<file path="config.mk">
export PLATFORM = sky130hd
export DESIGN_NAME = dbx_expander
export DESIGN_NICKNAME = d
export VERILOG_FILES = /design/src/rtl/dbx_pkg.sv /design/src/rtl/dbx_seq.sv /design/src/rtl/dbx_file.sv /design/src/rtl/dbx_expander.sv
export SDC_FILE = /design/constraint.sdc
export NUM_CORES = 1
export LEC_CHECK = 0
export ABC_AREA = 1
export BUFFER_PORTS_ARGS = -buffer_cell sky130_fd_sc_hd__buf_2
export CAP_MARGIN = 5
export CORE_ASPECT_RATIO = 1.1
export CORE_MARGIN = 4
export CORE_UTILIZATION = 60
export DETAILED_ROUTE_END_ITERATION = 16
export HOLD_SLACK_MARGIN = 0.03
export PLACE_DENSITY = 0.84
export SKIP_LAST_GASP = 1
export SLEW_MARGIN = 0
export SYNTH_ARGS = -nofsm -noshare
export SYNTH_HDL_FRONTEND = slang
export SYNTH_SLANG_ARGS = --single-unit
</file>
<file path="constraint.sdc">
create_clock -name clk -period 3 [get_ports clk]
set_input_delay 0.15 -clock clk [delete_from_list [all_inputs] [get_ports clk]]
set_output_delay 0.15 -clock clk [all_outputs]
set_load 0.005 [all_outputs]
</file>
<file path="src/rtl/dbx_pkg.sv">
// Shared types for the reduced-address expander.
// Assumes nothing beyond the sequencer using these encodings.
package dbx_pkg;
    typedef enum logic [1:0] {
        ST_IDLE = 2'd0,   // decoding hit indices or a miss code
        ST_SLOT = 2'd1,   // next beat names the slot to refill
        ST_PAY  = 2'd2    // collecting payload beats
    } dbx_state_e;
endpackage

</file>
<file path="src/rtl/dbx_seq.sv">
// Stream sequencer: decodes each beat on the index lines as a hit, a miss
// code, a slot number or a payload beat, and assembles the new high part.
// Assumes HIGH_W > IDX_W (at least two payload beats) and that the sender
// never allocates the miss code as a slot.
module dbx_seq
    import dbx_pkg::*;
#(
    parameter int IDX_W  = 3,
    parameter int LOW_W  = 8,
    parameter int HIGH_W = 12
) (
    input  logic              clk,
    input  logic              rst_n,
    input  logic              flush,
    input  logic              rx_valid,
    input  logic [IDX_W-1:0]  rx_index,
    input  logic [LOW_W-1:0]  rx_low,
    output logic              hit_go,
    output logic              fill_done,
    output logic              slot_bad,
    output logic [IDX_W-1:0]  wr_slot,
    output logic [HIGH_W-1:0] wr_data,
    output logic [LOW_W-1:0]  low_hold
);
    localparam int BEATS = (HIGH_W + IDX_W - 1) / IDX_W;
    localparam int PAY_W = BEATS * IDX_W;
    localparam int CNT_W = $clog2(BEATS + 1);
    localparam logic [IDX_W-1:0] MISS_CODE = {IDX_W{1'b1}};

    dbx_state_e       state;
    logic [CNT_W-1:0] cnt;
    logic [PAY_W-1:0] pay;
    logic [PAY_W-1:0] pay_next;
    logic [IDX_W-1:0] slot_q;
    logic [LOW_W-1:0] low_q;
    logic             is_miss;
    logic             last_beat;

    // Beat decode and payload assembly (new beat enters at the top, LSB beat ends lowest)
    always_comb begin
        is_miss   = (rx_index == MISS_CODE);
        last_beat = (cnt == CNT_W'(BEATS - 1));
        pay_next  = {rx_index, pay[PAY_W-1:IDX_W]};
        hit_go    = (state == ST_IDLE) && rx_valid && !is_miss;
        slot_bad  = (state == ST_SLOT) && rx_valid && is_miss && !flush;
        fill_done = (state == ST_PAY) && rx_valid && last_beat && !flush;
        wr_data   = pay_next[HIGH_W-1:0];
        wr_slot   = slot_q;
        low_hold  = low_q;
    end

    // Sequencer state, beat counter and captured fields
    always_ff @(posedge clk) begin
        if (!rst_n) begin
            state  <= ST_IDLE;
            cnt    <= '0;
            pay    <= '0;
            slot_q <= '0;
            low_q  <= '0;
        end else if (flush) begin
            state <= ST_IDLE;
            cnt   <= '0;
        end else if (rx_valid) begin
            case (state)
                ST_IDLE: if (is_miss) begin
                    state <= ST_SLOT;
                    low_q <= rx_low;
                end
                ST_SLOT: if (is_miss) begin
                    state <= ST_IDLE;
                end else begin
                    slot_q <= rx_index;
                    cnt    <= '0;
                    state  <= ST_PAY;
                end
                ST_PAY: begin
                    pay <= pay_next;
                    if (last_beat) state <= ST_IDLE;
                    else           cnt   <= cnt + 1'b1;
                end
                default: state <= ST_IDLE;
            endcase
        end
    end


    pay_progress_chk: assert property (@(posedge clk) disable iff (!rst_n)
        (state == ST_PAY && rx_valid && !flush && !last_beat)
        |=> (state == ST_PAY && cnt == $past(cnt) + 1'b1));


    stall_hold_chk: assert property (@(posedge clk) disable iff (!rst_n)
        (!rx_valid && !flush) |=> ($stable(state) && $stable(cnt)));


    flush_abort_chk: assert property (@(posedge clk) disable iff (!rst_n)
        flush |=> (state == ST_IDLE));
endmodule

</file>
<file path="src/rtl/dbx_file.sv">
// Mirror store: one high-part register and valid bit per sender slot,
// written by index only, read combinationally by index.
// Assumes flush has priority over a write in the same cycle.
module dbx_file #(
    parameter int IDX_W  = 3,
    parameter int HIGH_W = 12
) (
    input  logic              clk,
    input  logic              rst_n,
    input  logic              flush,
    input  logic              wr_en,
    input  logic [IDX_W-1:0]  wr_slot,
    input  logic [HIGH_W-1:0] wr_data,
    input  logic [IDX_W-1:0]  rd_idx,
    output logic [HIGH_W-1:0] rd_data,
    output logic              rd_valid
);
    localparam int SLOTS = (1 << IDX_W) - 1;

    logic [HIGH_W-1:0] mem [SLOTS];
    logic [SLOTS-1:0]  vld;

    for (genvar g = 0; g < SLOTS; g++) begin : g_slot
        // Per-slot storage: cleared by reset or flush, loaded by a matching write
        always_ff @(posedge clk) begin
            if (!rst_n) begin
                mem[g] <= '0;
                vld[g] <= 1'b0;
            end else if (flush) begin
                vld[g] <= 1'b0;
            end else if (wr_en && wr_slot == IDX_W'(g)) begin
                mem[g] <= wr_data;
                vld[g] <= 1'b1;
            end
        end


        write_sticks_chk: assert property (@(posedge clk) disable iff (!rst_n)
            (wr_en && !flush && wr_slot == IDX_W'(g))
            |=> (vld[g] && mem[g] == $past(wr_data)));
    end

    // Indexed read; the miss code selects nothing
    always_comb begin
        rd_data  = '0;
        rd_valid = 1'b0;
        for (int i = 0; i < SLOTS; i++) begin
            if (rd_idx == IDX_W'(i)) begin
                rd_data  = mem[i];
                rd_valid = vld[i];
            end
        end
    end


    flush_clear_chk: assert property (@(posedge clk) disable iff (!rst_n)
        flush |=> (vld == '0));
endmodule

</file>
<file path="src/rtl/dbx_expander.sv">
// Top: rebuilds full addresses from slot index plus low bits, and refills
// the mirror store from in-band miss sequences. Outputs are registered,
// so every result appears one cycle after the beat that caused it.
// Assumes the sender allocates slots; no search or replacement here.
module dbx_expander #(
    parameter int IDX_W  = 3,
    parameter int LOW_W  = 8,
    parameter int HIGH_W = 12,
    localparam int ADDR_W = HIGH_W + LOW_W
) (
    input  logic              clk,
    input  logic              rst_n,
    input  logic              flush,
    input  logic              rx_valid,
    input  logic [IDX_W-1:0]  rx_index,
    input  logic [LOW_W-1:0]  rx_low,
    output logic              addr_valid,
    output logic [ADDR_W-1:0] addr_out,
    output logic              err_invalid
);
    logic              hit_go, fill_done, slot_bad, rd_valid;
    logic [IDX_W-1:0]  wr_slot;
    logic [HIGH_W-1:0] wr_data, rd_data;
    logic [LOW_W-1:0]  low_hold;

    dbx_seq #(.IDX_W(IDX_W), .LOW_W(LOW_W), .HIGH_W(HIGH_W)) u_seq (
        .clk(clk), .rst_n(rst_n), .flush(flush),
        .rx_valid(rx_valid), .rx_index(rx_index), .rx_low(rx_low),
        .hit_go(hit_go), .fill_done(fill_done), .slot_bad(slot_bad),
        .wr_slot(wr_slot), .wr_data(wr_data), .low_hold(low_hold)
    );

    dbx_file #(.IDX_W(IDX_W), .HIGH_W(HIGH_W)) u_file (
        .clk(clk), .rst_n(rst_n), .flush(flush),
        .wr_en(fill_done), .wr_slot(wr_slot), .wr_data(wr_data),
        .rd_idx(rx_index), .rd_data(rd_data), .rd_valid(rd_valid)
    );

    // Output register: served hit, completed fill, or error pulse
    always_ff @(posedge clk) begin
        if (!rst_n) begin
            addr_valid  <= 1'b0;
            err_invalid <= 1'b0;
            addr_out    <= '0;
        end else begin
            addr_valid  <= (hit_go && rd_valid) || fill_done;
            err_invalid <= (hit_go && !rd_valid) || slot_bad;
            if (hit_go && rd_valid)
                addr_out <= {rd_data, rx_low};
            else if (fill_done)
                addr_out <= {wr_data, low_hold};
        end
    end


    err_excl_chk: assert property (@(posedge clk) disable iff (!rst_n)
        err_invalid |-> !addr_valid);


    hit_low_chk: assert property (@(posedge clk) disable iff (!rst_n)
        (hit_go && rd_valid) |=> (addr_valid && addr_out[LOW_W-1:0] == $past(rx_low)));


    slot_bad_chk: assert property (@(posedge clk) disable iff (!rst_n)
        slot_bad |=> (err_invalid && !addr_valid));
endmodule

</file>
# Yosys cells after proc, flatten, opt, wreduce, memory -nomap -nowiden
# Memory sizes are Yosys's and may differ from the RTL's.
# Cells that the tools add are included.
dict set report classes {
  add_sub_neg 1
  n_eq_ne 20
  mux 59
  n_bitwise 10
  reduce_logical 33
}
# op n
set op_table {}
lappend op_table {{2-to-1 mux 12 bit} 14}
lappend op_table {{2-to-1 mux 20 bit} 2}
lappend op_table {{2-to-1 mux 1 bit} 36}
lappend op_table {{equality test 3 bit (second input constant)} 7}
lappend op_table {{logical AND 1 bit} 17}
lappend op_table {{equality test 3 x 2 -> 1 bit (second input constant)} 5}
lappend op_table {{AND reduction 4 bit} 3}
lappend op_table {{OR 1 bit} 7}
lappend op_table {{equality test 3 x 1 -> 1 bit (second input constant)} 2}
lappend op_table {{zero test 3 bit} 2}
lappend op_table {{2-to-1 mux 2 bit} 3}
lappend op_table {{2-to-1 mux 3 bit} 2}
lappend op_table {{case mux 2 bit (3 select lines)} 1}
lappend op_table {{case mux 3 bit (2 select lines)} 1}
lappend op_table {{AND reduction 3 bit} 2}
lappend op_table {{!= test 2 x 1 -> 1 bit (second input constant)} 2}
lappend op_table {{!= test 2 bit (second input constant)} 2}
lappend op_table {{nonzero test 2 bit} 2}
lappend op_table {{adder 3 x 1 -> 3 bit (second input constant)} 1}
lappend op_table {{zero test 1 bit} 3}
lappend op_table {{NOT 1 bit} 3}
lappend op_table {{equality test 2 x 1 -> 1 bit (second input constant)} 1}
lappend op_table {{equality test 2 bit (second input constant)} 1}
lappend op_table {{zero test 2 bit} 1}
lappend op_table {{other kinds (2)} 3}
dict set report totals {
  regBits 57
  mem_bits_rw 84
  inputBits 15
  output_inout_bits 22
  word_cells 139
  n_memories 1
}
# name depth word_bits read_ports rd_ports_with_merged_regs wr line
set mem_list {}
lappend mem_list {u_file.mem 7 12 7 0 7 dbx_file.sv:20} ;# logic [HIGH_W-1:0] mem [SLOTS];

# Logic depth before layout (Yosys ltp)
dict set report logic_depth {
  ltp_word 11
  depth_mapped 13
  ltp_nobuf 12
}

# Hierarchy
# From an unflattened synthesis, not the netlist that was laid out.
dict set report unflattened {
  cells_unflattened 774
  area_unflattened_um2 6583.8
}
# mod n_inst cells_each area_per_inst_um2 seq_area_each_um2
set modules_own_cells {}
lappend modules_own_cells {dbx_file 1 417 4234.1 2662.6}
lappend modules_own_cells {dbx_seq 1 174 1212.4 500.5}
lappend modules_own_cells {dbx_expander 1 183 1137.3 440.4}

# Worst setup path after synthesis
# OpenSTA, ideal clock, no wires.
dict set report synth_path {
  path_type {register to register}
  startpoint {register u_seq.state[0]}
  endpoint {memory u_file.mem[0][0], enable pin}
  t_arrival_ns 2.122
  t_required_ns 2.602
  slack_ns 0.480
  stages_incl_launch_ff 11
  path_buffers 0
  period_less_slack_ns 2.520
  path_cell_list {dfxtp_1 > inv_1 > ha_1 > inv_1 > nor2_8 > inv_2 > nor2_8 > inv_4 > nor2_8 > inv_2 > o21ai_0}
}
# item line
set synth_lines {}
lappend synth_lines {{start, declared} dbx_seq.sv:30} ;# dbx_state_e state;
lappend synth_lines {{start signal, assigned} dbx_seq.sv:55} ;# state <= ST_IDLE;
lappend synth_lines {{start signal, assigned} dbx_seq.sv:61} ;# state <= ST_IDLE;
lappend synth_lines {{start signal, assigned} dbx_seq.sv:66} ;# state <= ST_SLOT;
lappend synth_lines {{end, declared} dbx_file.sv:20}

==> results by group <==
Outcome
  – Outcome: completed

Floorplan
  – Die Height: 113 um
  – Initial core utilization: 61.5%
  – Rows: 38
  – Die area: 11800 um^2
  – Core Box Area: 9840 um^2
  – Die Span X: 104 um
  – Ports: 37

STA
  – Final period util: 89.8%
  – Setup TNS: 0 ps
  – Unrepaired setup endpoints after global routing: no
  – Final Skew: 9.77 ps
  – Transition time of the tightest slew-check pin: 876 ps
  – Max-slew violation count: 0
  – Relative slew slack: 41.4%
  – Setup-failing EPs final: 0
  – Hold Vio Cnt, Final: 0
  – Min Clock Period, post-route: 2690 ps
  – WHS: 57.5 ps
  – Fmax: 0.371 GHz

Synth
  – Adder-cell share of the synthesized area: 1.03%
  – Post-synthesis simple-gate area fraction: 25.7%
  – FFs w/ async S/R, synth: 0%
  – Most numerous cell in the Yosys netlist: nor2_1
  – Area leader, netlist: edfxtp_1
  – Post-synthesis compound-gate area fraction: 7.34%
  – Post-synth EDFFs: 84
  – Ys flop type: edfxtp_1
  – Number of synthesized register bits: 138
  – Synth top area share: 41.7%
  – Main combinational cell family by area after synthesis: simple AND/OR/NAND/NOR gates
  – Ys Warns: 0
  – Mux share of post-synthesis cell area: 0%
  – Post-synth top cells: 143 x nor2_1, 108 x nand2_1, 84 x edfxtp_1
  – Synthesized instance count: 675
  – Post-synthesis sequential area ratio: 59.5%
  – Avg Inst Size Synth: 8.97 um^2
  – Area of the mapped netlist: 6050 um^2
  – Count of different cell masters after synthesis: 28
  – XOR/XNOR share of the synthesized area: 0%
  – Syn_nets: 695
  – Synth area leaders: edfxtp_1 42%, dfxtp_1 18%, nor2_1 8.9%

GRT
  – Initial antenna violation count: 0
  – Gr ovfl total: 0
  – Vias in the first global route: 4841
  – Largest net degree at the start of global routing: 62
  – First-pass GRT wire length: 25.2 mm
  – GRT Total Usage: 28.0%

Routing
  – Post-DRT Antenna Nets: 0
  – Total number of vias: 5182
  – Wire length per cell: 19.2 um
  – Routed WL: 16.1 mm
  – DR iter-0 viols: 775
  – DR pass1 iterations: 6
  – DRC viols: 0
  – Vias per cell: 6.18

Setup path
  – CP Data Arrival Time: 2870 ps
  – Critical path class: flop to flop
  – Critical path launch point type: flop
  – Crit path max fanout: 24
  – CP Capture Type: flop
  – Required time worst endpoint: 3170 ps

Clock tree
  – CTS Buffer Depth: 2
  – Worst skew pair latency: 540 ps
  – CTS sink count: 138
  – CTS tree: done
  – Post-CTS setup buffers: 0
  – H-Tree Depth: 4
  – Root Buffer: clkbuf_8
  – CTS clk-pin slew, worst paths: 60 ps
  – CTS Buf Count: 17
  – Cts repair resizes: 0

Power
  – Pwr Density: 661 nW/um^2
  – VDD IR max: 0.000390 V
  – Leak pwr: 2.77 nW

Layout
  – Register area: 3600 um^2
  – Share of layout cells above drive strength 1: 12.7%
  – Area of the multi-input gates: 2070 um^2
  – Final instance area: 7010 um^2
  – Area Growth Syn to Fin: 15.8%
  – Antenna cell count: 0
  – Fillers: 636
  – Post-route insts no fill: 839
  – Fin nets: 726

Hold path
  – Hold Path Class: input pin to flop

Place
  – Dpl hpwl: 9.50 mm
  – Routability cong.: 0.884
  – Placed Cells: 797
  – DP Area: 6240 um^2
  – Port Buffers: 36

Job
  – Maxcap violations: 0
==> state kept, by name (all words and copies together) (netlist names) <==
register        flops
u_file.mem         84
addr_valid          1
u_file.vld          7
u_seq.state         2
u_seq.pay           9
err_invalid         1
addr_out           20
u_seq.wr_slot       3
u_seq.cnt           3
u_seq.low_hold      8
==> worst max-delay path, stage by stage (launching register included) <==
cell     delay [ps]
dfxtp_1         310
inv_1           100
ha_1            180
inv_1           130
nor2_8          270
inv_2           100
nor2_8          300
inv_4           200
nor2_8          150
inv_2            70
nor2_2           90
inv_1            60
nand2_1         380
==> where the power goes <==
group          switching [mW]  leakage [nW]  internal, mW  total (mW)
logic                   0.152          1.15        0.0596       0.211
registers              0.0204          1.30          2.06        2.08
clock network           0.824         0.315          1.52        2.34
==> through the flow <==
| stage | util (%) | setup slack, ps | total power, mW |
|---|---|---|---|
| floorplan | - | 480 | 2.24 |
| global placement | 63.4 | 459 | 2.30 |
| detailed placement | 63.4 | 353 | 2.30 |
| CTS | 71.1 | 295 | 4.62 |
| global route | 71.2 | 125 | 4.73 |
| finish | 71.2 | 306 | 4.63 |
==> logic make-up (layout without fill, tap and decap cells) <==
family,count (synthesis),after routing
DFF,138,138
adders and majority gates,5,5
buffers and inverters,95,139
AOI/OAI and AO/OA,87,87
and+or+nand+nor,350,350
==> layout by cell type, fill, tap and decap left out, types with 2 or more instances in the layout <==
cell type | netlist | layout
o21ai_0 | 41 | 41
edfxtp_1 | 84 | 84
ha_1 | 5 | 5
a21oi_1 | 43 | 43
dlygate4sd3_1 | 0 | 10
bufinv_16 | 0 | 6
inv_6 | 0 | 4
inv_1 | 48 | 48
inv_2 | 7 | 7
buf_2 | 17 | 36
dfxtp_1 | 54 | 54
nor2_8 | 3 | 3
nor3_1 | 5 | 3
nand2_1 | 108 | 108
nor3_2 | 1 | 3
clkinv_1 | 0 | 2
nor2_2 | 2 | 2
nand3_1 | 53 | 53
nand4_1 | 30 | 30
nand3_2 | 2 | 2
buf_4 | 0 | 5
clkinvlp_4 | 0 | 2
clkbuf_16 | 0 | 16
nor2_1 | 143 | 143
==> final timing paths <==
check / startpoint / end / slack, ps / cells after the start
hold / removal: rx_valid / u_seq.wr_slot[0]$_SDFFE_PN0P_ / 60 / 5
setup / recovery: u_seq.state[0]$_SDFFE_PP0P_ / u_file.mem[0][30]$_SDFFCE_PN0P_ / 310 / 12
hold reg to reg: u_file.vld[4]$_SDFFE_PP0N_ / u_file.vld[4]$_SDFFE_PP0N_ / 460 / 2
setup reg to reg: u_seq.state[0]$_SDFFE_PP0P_ / u_file.mem[0][30]$_SDFFCE_PN0P_ / 310 / 12
==> layer usage <==
layer	part of all wire, %	GRT usage, %	routed length [um]
met1	35	34.5	5710
met4	5.9	16.0	945
met2	47	45.8	7600
met5	0	0	0
met3	11	6.39	1850
==> final cells by class <==
| type | count | area share, % |
|---|---|---|
| clock inverter | 15 | 3.46 |
| tap | 120 | 2.14 |
| clock buffer | 17 | 5.91 |
| sequential | 138 | 51.4 |
| inverter | 56 | 3.03 |
| multi-input combinational | 442 | 29.5 |
| timing repair buffer | 51 | 4.53 |
==> what timing repair did <==
item	in CTS	in global routing
endpoints found under the hold margin	18	0
setup endpoints to repair	0	0
hold buffers	10	0
Power figures use the tool's default switching activity.
